$ cat config.mk
export PLATFORM = sky130hd
export DESIGN_NAME = fir3_shiftadd
export DESIGN_NICKNAME = d
export VERILOG_FILES = /design/src/rtl/fir3_pkg.sv /design/src/rtl/fir3_times5.sv /design/src/rtl/fir3_sum.sv /design/src/rtl/fir3_shiftadd.sv
export SDC_FILE = /design/constraint.sdc
export NUM_CORES = 1
export LEC_CHECK = 0
export BUFFER_PORTS_ARGS = -buffer_cell sky130_fd_sc_hd__buf_2
export CORE_UTILIZATION = 60
export CTS_CLUSTER_DIAMETER = 200
export DETAILED_ROUTE_END_ITERATION = 8
export GPL_ROUTABILITY_DRIVEN = 1
export MAX_ROUTING_LAYER = met4
export PLACE_DENSITY = 0.85
export SLEW_MARGIN = 0
export SYNTH_ARGS = -nofsm -noshare
export SYNTH_HDL_FRONTEND = slang
export SYNTH_SLANG_ARGS = --single-unit
$ cat constraint.sdc
create_clock -name clk -period 11.55 [get_ports clk]
set_clock_uncertainty 0.05 [all_clocks]
set_input_delay 3.465 -clock clk [delete_from_list [all_inputs] [get_ports clk]]
set_output_delay 3.465 -clock clk [all_outputs]
set_load 0.05 [all_outputs]
$ cat src/rtl/fir3_pkg.sv
package fir3_pkg;
    // default sample width
    localparam int SAMPLE_W = 16;
    // wired left shift used for the x4 partial product
    localparam int QUAD_SH = 2;
endpackage

$ cat src/rtl/fir3_times5.sv
// Multiply by five as (a << 2) + a: one adder, shift is wiring only.
module fir3_times5 #(
    parameter int W  = fir3_pkg::SAMPLE_W,
    parameter int SH = fir3_pkg::QUAD_SH
) (
    input  logic [W-1:0] a,
    output logic [W-1:0] p
);
    logic [W-1:0] a_sh;

    assign a_sh = {a[W-1-SH:0], {SH{1'b0}}};
    assign p    = a_sh + a;
endmodule

$ cat src/rtl/fir3_sum.sv
// Final sum: x - (5*x1) + ((5*x2) << 2), modulo 2^W.
module fir3_sum #(
    parameter int W  = fir3_pkg::SAMPLE_W,
    parameter int SH = fir3_pkg::QUAD_SH
) (
    input  logic [W-1:0] cur,
    input  logic [W-1:0] five_prev,
    input  logic [W-1:0] five_old,
    output logic [W-1:0] y
);
    logic [W-1:0] twenty_old;
    logic [W-1:0] diff;

    assign twenty_old = {five_old[W-1-SH:0], {SH{1'b0}}};
    assign diff       = cur - five_prev;
    assign y          = diff + twenty_old;
endmodule

$ cat src/rtl/fir3_shiftadd.sv
module fir3_shiftadd #(
    parameter int DATA_W = fir3_pkg::SAMPLE_W
) (
    input  logic              clk,
    input  logic              rst_n,
    input  logic              in_valid,
    input  logic [DATA_W-1:0] in_data,
    output logic              out_valid,
    output logic [DATA_W-1:0] out_data
);
    localparam int SH = fir3_pkg::QUAD_SH;

    typedef struct packed {
        logic [DATA_W-1:0] prev;     // x[n-1]
        logic [DATA_W-1:0] five_old; // 5*x[n-2], reused for the x20 tap
        logic [DATA_W-1:0] y;
        logic              vld;
    } fir_state_t;

    fir_state_t st_d, st_q;

    logic [DATA_W-1:0] five_prev;
    logic [DATA_W-1:0] y_c;

    fir3_times5 #(.W(DATA_W), .SH(SH)) u_x5 (
        .a (st_q.prev),
        .p (five_prev)
    );

    fir3_sum #(.W(DATA_W), .SH(SH)) u_sum (
        .cur       (in_data),
        .five_prev (five_prev),
        .five_old  (st_q.five_old),
        .y         (y_c)
    );

    always_comb begin
        st_d     = st_q;
        st_d.vld = in_valid;
        if (in_valid) begin
            st_d.prev     = in_data;
            st_d.five_old = five_prev;
            st_d.y        = y_c;
        end
    end

    always_ff @(posedge clk) begin
        if (!rst_n) st_q <= '0;
        else        st_q <= st_d;
    end

    assign out_valid = st_q.vld;
    assign out_data  = st_q.y;
endmodule

==> results of run 1 <==
state kept, by name (all words and copies together), names as in the netlist:
register / cells
out_data: 16
out_valid: 1
st_q: 30
power by group:
part | internal [mW] | switching (mW)
clock | 0.0635 | 0.0534
sequential | 0.182 | 0.0110
combinational | 0.117 | 0.179
final cells by class:
cell class | count | area, sq um | area share (%)
Timing Repair Buffer | 36 | 183 | 4.81
Clock buffer | 6 | 72.6 | 1.91
Multi-Input combinational cell | 267 | 2290 | 60.4
Inverter | 50 | 188 | 4.94
Sequential cell | 47 | 941 | 24.8
Tap cell | 72 | 90.1 | 2.37
Clock inverter | 1 | 30.0 | 0.791
per-layer routing:
layer	wire length, microns	up-vias
met2	3160	53
met1	3180	1238
met4	65	0
li1	-	1342
met5	0	-
met3	249	8
cells in the final DEF, fill, tap and decap left out, types with 2 or more instances in the layout:
master    netlist  routed
inv_1          49      49
dfxtp_1        47      47
nor2b_1        35      35
buf_2           3      35
mux2i_1        30      30
ha_1           29      29
xnor2_1        21      21
nand2_1        15      15
fa_1           15      15
a21oi_1        14      14
nor2_1         12      12
o21ai_1        10      10
a21o_1         10      10
nand4_1         6       6
o21bai_1        6       6
nand3_1         6       6
o21ai_0         5       5
xor2_1          5       5
o211ai_1        5       5
o211a_1         5       5
clkbuf_8        0       5
o21a_1          4       4
a211oi_1        3       3
or3_1           2       2
a2111o_1        2       2
a21oi_2         2       2
a211o_1         2       2
nand3b_1        2       2
o221ai_2        2       2
and3_1          2       2
o22ai_1         2       2
final timing paths:
path / startpoint / depth (start not counted) / endpoint / slack (ns)
hold / removal: out_data[14]$_SDFFE_PN0P_ / 2 / out_data[14]$_SDFFE_PN0P_ / 0.40
hold reg to reg: out_data[14]$_SDFFE_PN0P_ / 2 / out_data[14]$_SDFFE_PN0P_ / 0.40
setup reg to reg: st_q[35]$_SDFFE_PN0P_ / 19 / out_data[15]$_SDFFE_PN0P_ / 6.98
setup / recovery: in_data[2] / 10 / out_data[15]$_SDFFE_PN0P_ / 5.86
critical path, delay by kind of cell:
family | cells | cell delay [ns]
compound gates | 4 | 0.69
xor+xnor | 2 | 0.34
simple gates | 1 | 0.15
buf+inv | 1 | 0.12
fa+ha+maj | 2 | 1.03
metrics by stage:
step / setup WS (ns) / cells / total power [mW] / hold WS (ns)
2_1_floorplan: 5.86 / 392 / 0.453 / 0.376
4_1_cts: 5.87 / 479 / 0.611 / 0.408
3_3_place_gp: 5.65 / 472 / 0.480 / 0.388
6_report: 5.86 / 479 / 0.606 / 0.402
3_5_place_dp: 5.56 / 472 / 0.491 / 0.396
5_1_grt: 5.72 / 479 / 0.650 / 0.444
cell families (layout without fill, tap and decap cells):
group	after synthesis	after routing
and+or+nand+nor	85	85
muxes	30	30
adders and majority gates	44	44
xor gates and xnor gates	27	27
buffers and inverters	78	93
DFF	47	47
AOI/OAI and AO/OA	81	81
==> results.md, run 1 <==
* Status: finished, final reports clean
* Leak pwr at around 1.9 nW
* Setup TNS at 0 ns
* FMAX at 176 MHz
* Yosys cell types at 48
* IO Pins at 36
* Seq/Total Area, Yosys at about a quarter
* Critical path endpoint category: register
* Slew margin rel. at 47.9%
* Nets at 470
* Tot GR Track Use at 24.4%
* Routability cong. at 0.817
* Antenna Cells at 0
* Num rows at 27
* Num CTS Buffers at 5
* Clk_lat worst skew at approximately 0.3 ns
* Total gr overflow at 0
* Mean number of vias per cell at 5.51
* Area grow syn2layout at 5.64%
* Share of layout cells above drive strength 1 at 13.0%
* Post-Synth XOR/XNOR Area at 6.79%
* Most common cell in the netlist: inv_1
* Multiplexer share of the synthesized area at 8.35%
* Synthesized area at 3590 sq um
* Pwr dens at 160 nW/um^2
* Number of global-route vias before repair at 2628
* CTS tree: done
* Main flop type after synthesis: dfxtp_1
* Crit path cell chain: buf_2 > fa_1 > fa_1 > a211oi_1 > nor2_1 > o2bb2ai_4 > o21ai_2 > xnor2_2 > xnor2_1 > a21oi_1
* Cell area after layout at roughly 3800 sq um
* Fin. Hold Viols at 0
* Synth top cells by count: inv_1, dfxtp_1, nor2b_1
* Synth Area in Compound Gates at 16.9%
* Hold buffer count at cts at 0
* Post-detail-place hpwl at 5.11 mm
* Initial drt markers at 144
* Area leader, netlist: dfxtp_1
* Post-Place Cell Area at between 3000 and 4000 sq um
* First-pass GRT wire length at about 12 mm
* Most used routing layer: met2
* Worst-Margin Slew at 0.782 ns
* Fillers at 432
* Syn Area/Cell at 9.17 sq um
* Critical Path Fanout Max at 3
* Startpoint Class: input port
* Setup repair bufs after CTS at 0
* Clock Sinks at 47
* Largest family of logic cells by synthesized area: adder cells
* Post-Syn Nets at 455
* Die X at 79.4 microns
* Routed WL per cell at 13.9 microns
* Core area at 5640 sq um
* Fin crit period at 5.69 ns
* Slew Viols, Final at 0
* Worst hold-check path type: reg -> reg
* Root Driver: clkbuf_8
* Initial Util at 63.7%
* Post-synth ARST share at 0%
* M3 GR Usage at 4.00%
* RSZ-0062 raised after global routing: no
* Worst path required time at 11.65 ns
* Met1 GRT Util at between 30% and 40%
* Util after Layout at 67.3%
* Deepest clock path buffer count at 2
* Simple logic cell fraction of the synthesized area at about an eighth
* Data arrival time of the worst path at 5.80 ns
* Crit path kind: in -> reg
* EDFF count, synth at 0
* CP dominant cell by count: fa_1
* Max H-tree Level at 2
* DRC errors left at 0
* Top cells by area, synth: dfxtp_1, ha_1, fa_1, mux2i_1, nor2b_1
* Initial antenna violation count at 0
* Clock Pin Slew Worst Setup and Hold Paths at around 0.080 ns
* Global Route met2 Usage at 39.9%
* Post-synthesis adder-cell area fraction at 18.4%
* Largest net degree at the start of global routing at 53
* Count of input and output buffers at 35
* Synth Warn # at 0
* Final period util at 49.3%
* Worst path max stage delay at roughly 0.53 ns
* DR pass1 iterations at 5
* Vias at between 2000 and 3000
* Post-CTS Resized at 0
* Max stage delay cell, worst path: fa_1
* Antenna Nets Post-Route at 0
* Die height at 79.4 microns
* Final setup vio count at 0
* Die area at roughly 6300 sq um
* Top-area cell type share of the netlist area at 26.2%
* Max-cap viol count at 0
* Final wirelength at approximately 6.7 mm
* FF+latch count, synth at 47
* Peak supply drop at roughly 120 uV
* Synth Instances at approximately 400
(Power assumes the default switching activity.)
==> run 2, diff against run 1 <==
==> constraint.sdc (replaced) <==
create_clock -name clk -period 5.5 [get_ports clk]
set_clock_uncertainty 0.05 [all_clocks]
set_input_delay 1.65 -clock clk [delete_from_list [all_inputs] [get_ports clk]]
set_output_delay 1.65 -clock clk [all_outputs]
set_load 0.05 [all_outputs]
==> results.md, run 2 (synthesized netlist as in run 1, its figures left out) <==
* Post-detail-place hpwl at 5.22 mm (+2.1%)
* Max-cap viol count at 0 (unchanged)
* Max stage delay cell, worst path: fa_1
* Startpoint Class: register
* Clock power share at 18.3% (-1.0 points)
* Top reg by flops: st_q
* Clock Sinks at 47 (unchanged)
* Largest net degree at the start of global routing at 52 (-1.9%)
* Crit path cell chain: ha_1 > fa_1 > a21o_1 > a21oi_2 > o21a_1 > o21ai_1 > o21ai_1 > o21ai_1 > xor2_1 > fa_1 > inv_1 > ha_1 > a21o_1 > a21o_1 > a211oi_1 > o21ai_2 > xnor2_2 > xnor2_1 > a21oi_1
* Leak pwr at 1.89 nW (about the same)
* Die X at 79.4 microns (unchanged)
* Deepest clock path buffer count at 2 (unchanged)
* Initial antenna violation count at 0 (unchanged)
* Routed WL per cell at 14.1 microns (+1.2%)
* Clk_lat worst skew at 0.30 ns (about the same)
* Area grow syn2layout at 5.57% (about the same)
* Root Driver: clkbuf_8
* RSZ-0062 raised after global routing: no
* Setup repair bufs after CTS at 0 (unchanged)
* Num rows at 27 (unchanged)
* Flop pwr share at 32.2% (+0.4 points)
* Net Sw Frac at 40.7% (+0.57 points)
* Share of layout cells above drive strength 1 at 13.2% (+0.21 points)
* Slew margin rel. at 48.1% (+0.19 points)
* Pwr Total at 1.26 mW (+110%)
* Routability cong. at 0.872 (+6.7%)
* Peak supply drop at 174 uV (+50%)
* Post-CTS Resized at 0 (unchanged)
* Final wirelength at 6.75 mm (+1.4%)
* P_sw at 512 uW (+110%)
* Critical path endpoint category: register
* Clock Pin Slew Worst Setup and Hold Paths at 0.09 ns (about the same)
* Fin crit period at ~4.4 ns
* First-pass GRT wire length at 11.4 mm (-3.0%)
* Number of flip-flops in the largest register at 30 (unchanged)
* Hold buffer count at cts at 0 (unchanged)
* Commonest cells after routing, fill and taps aside: inv_1, dfxtp_1, nor2b_1, buf_2, mux2i_1
* Cell area after layout at 3790 sq um (about the same)
* Initial drt markers at 117 (-19%)
* Num CTS Buffers at 5 (unchanged)
* FMAX at 226 MHz
* Non-Filler Instances at 480 (+0.21%)
* Pint at 746 uW (+110%)
* Nets at 470 (unchanged)
* Core area at 5640 sq um (unchanged)
* Dpl cells at 472 (unchanged)
* CTS tree: done
* Slew Viols, Final at 0 (unchanged)
* Worst path max stage delay at 0.48 ns (-0.05 ns)
* Die height at 79.4 microns (unchanged)
* Fin. Hold Viols at 0 (unchanged)
* DR pass1 iterations at 4 (-1)
* DRC errors left at 0 (unchanged)
* Status: finished, final reports clean
* Final period util at approximately 80%
* Worst path required time at 5.61 ns (-6.04 ns)
* Commonest non-fill, non-tap cell in the layout: inv_1
* Final setup vio count at 0 (unchanged)
* Critical Path Fanout Max at 6 (+3)
* Count of input and output buffers at 35 (unchanged)
* IO Pins at 36 (unchanged)
* Die area at 6300 sq um (unchanged)
* Antenna Cells at 0 (unchanged)
* Logic pwr share at 49.5% (+0.6 points)
* Vias at 2610 (-1.2%)
* Worst hold start: out_data[14]$_SDFFE_PN0P_
* Max H-tree Level at 2 (unchanged)
* Tot GR Track Use at 23.9% (-0.49 points)
* Number of global-route vias before repair at 2570 (-2.2%)
* Data arrival time of the worst path at 4.53 ns (-1.27 ns)
* CP top delay family: compound AO/OA/AOI/OAI gates
* Total gr overflow at 0 (unchanged)
* Mean number of vias per cell at 5.44 (-1.4%)
* CP Launch Point: st_q[35]$_SDFFE_PN0P_
* Setup TNS at 0 ns (unchanged)
* Worst-Margin Slew at 0.779 ns (-0.00290 ns)
* Worst hold-check path type: reg -> reg
* Worst r2r src: st_q[35]$_SDFFE_PN0P_
* Initial Util at 63.7% (unchanged)
* Buffers & Inverters on Critical Path at 1 (unchanged)
* Post-Place Cell Area at 3690 sq um (unchanged)
* Antenna Nets Post-Route at 0 (unchanged)
* Crit path kind: reg -> reg
* Pwr dens at 332 nW/um^2 (+110%)
[run 2: cell count changes in the layout (fill, tap and decap cells not counted)]
| cell | delta |
|---|---|
| clkbuf_8 | +2 |
| bufinv_16 | -1 |
[run 2: final cells by class]
cell class / instances / area, sq um
multi-input combinational: 267 / 2290
fill: 445 / 1850
sequential: 47 / 941
inverter: 50 / 188
timing repair buffer: 36 / 183
clock buffer: 8 / 100
tap: 72 / 90.1
[run 2: path summary, 6_finish.rpt]
path	to	slack, ns	cells past startpoint
setup reg to reg	out_data[15]$_SDFFE_PN0P_	1.08	19
hold / removal	out_data[14]$_SDFFE_PN0P_	0.41	2
hold reg to reg	out_data[14]$_SDFFE_PN0P_	0.41	2
setup / recovery	out_data[15]$_SDFFE_PN0P_	1.08	19
[run 2: routing by layer]
layer | track usage [%] | vias to the layer above | routed length [microns]
met5 | - | - | 0
met4 | 8.73 | 0 | 130
met3 | 4.11 | 13 | 239
met2 | 38.1 | 59 | 3120
met1 | 30.4 | 1195 | 3260
li1 | - | 1343 | -
[run 2: worst min-delay path, cell delays in order, from the launching register on]
cell	delay, ns
dfxtp_1	0.31
nand2_1	0.05
o21ai_1	0.05
[run 2: per-stage QoR]
stage               util, %  worst slack [ns]  hold slack (ns)
floorplan                 -              1.44            0.376
global placement       65.5              1.28            0.383
detailed placement     65.5              1.17            0.396
CTS                    67.3              1.11            0.408
global route           67.3             0.887            0.421
finish                 67.3              1.08            0.405
[run 2: power by group through the flow]
stage                     Sequential, mW  Combinational [mW]  Clock [mW]
final                              0.405               0.623       0.230
after global placement             0.411               0.600           0
after global routing               0.410               0.681       0.246
after CTS                          0.406               0.623       0.237
after floorplan                    0.409               0.543           0
after detailed placement           0.414               0.619           0
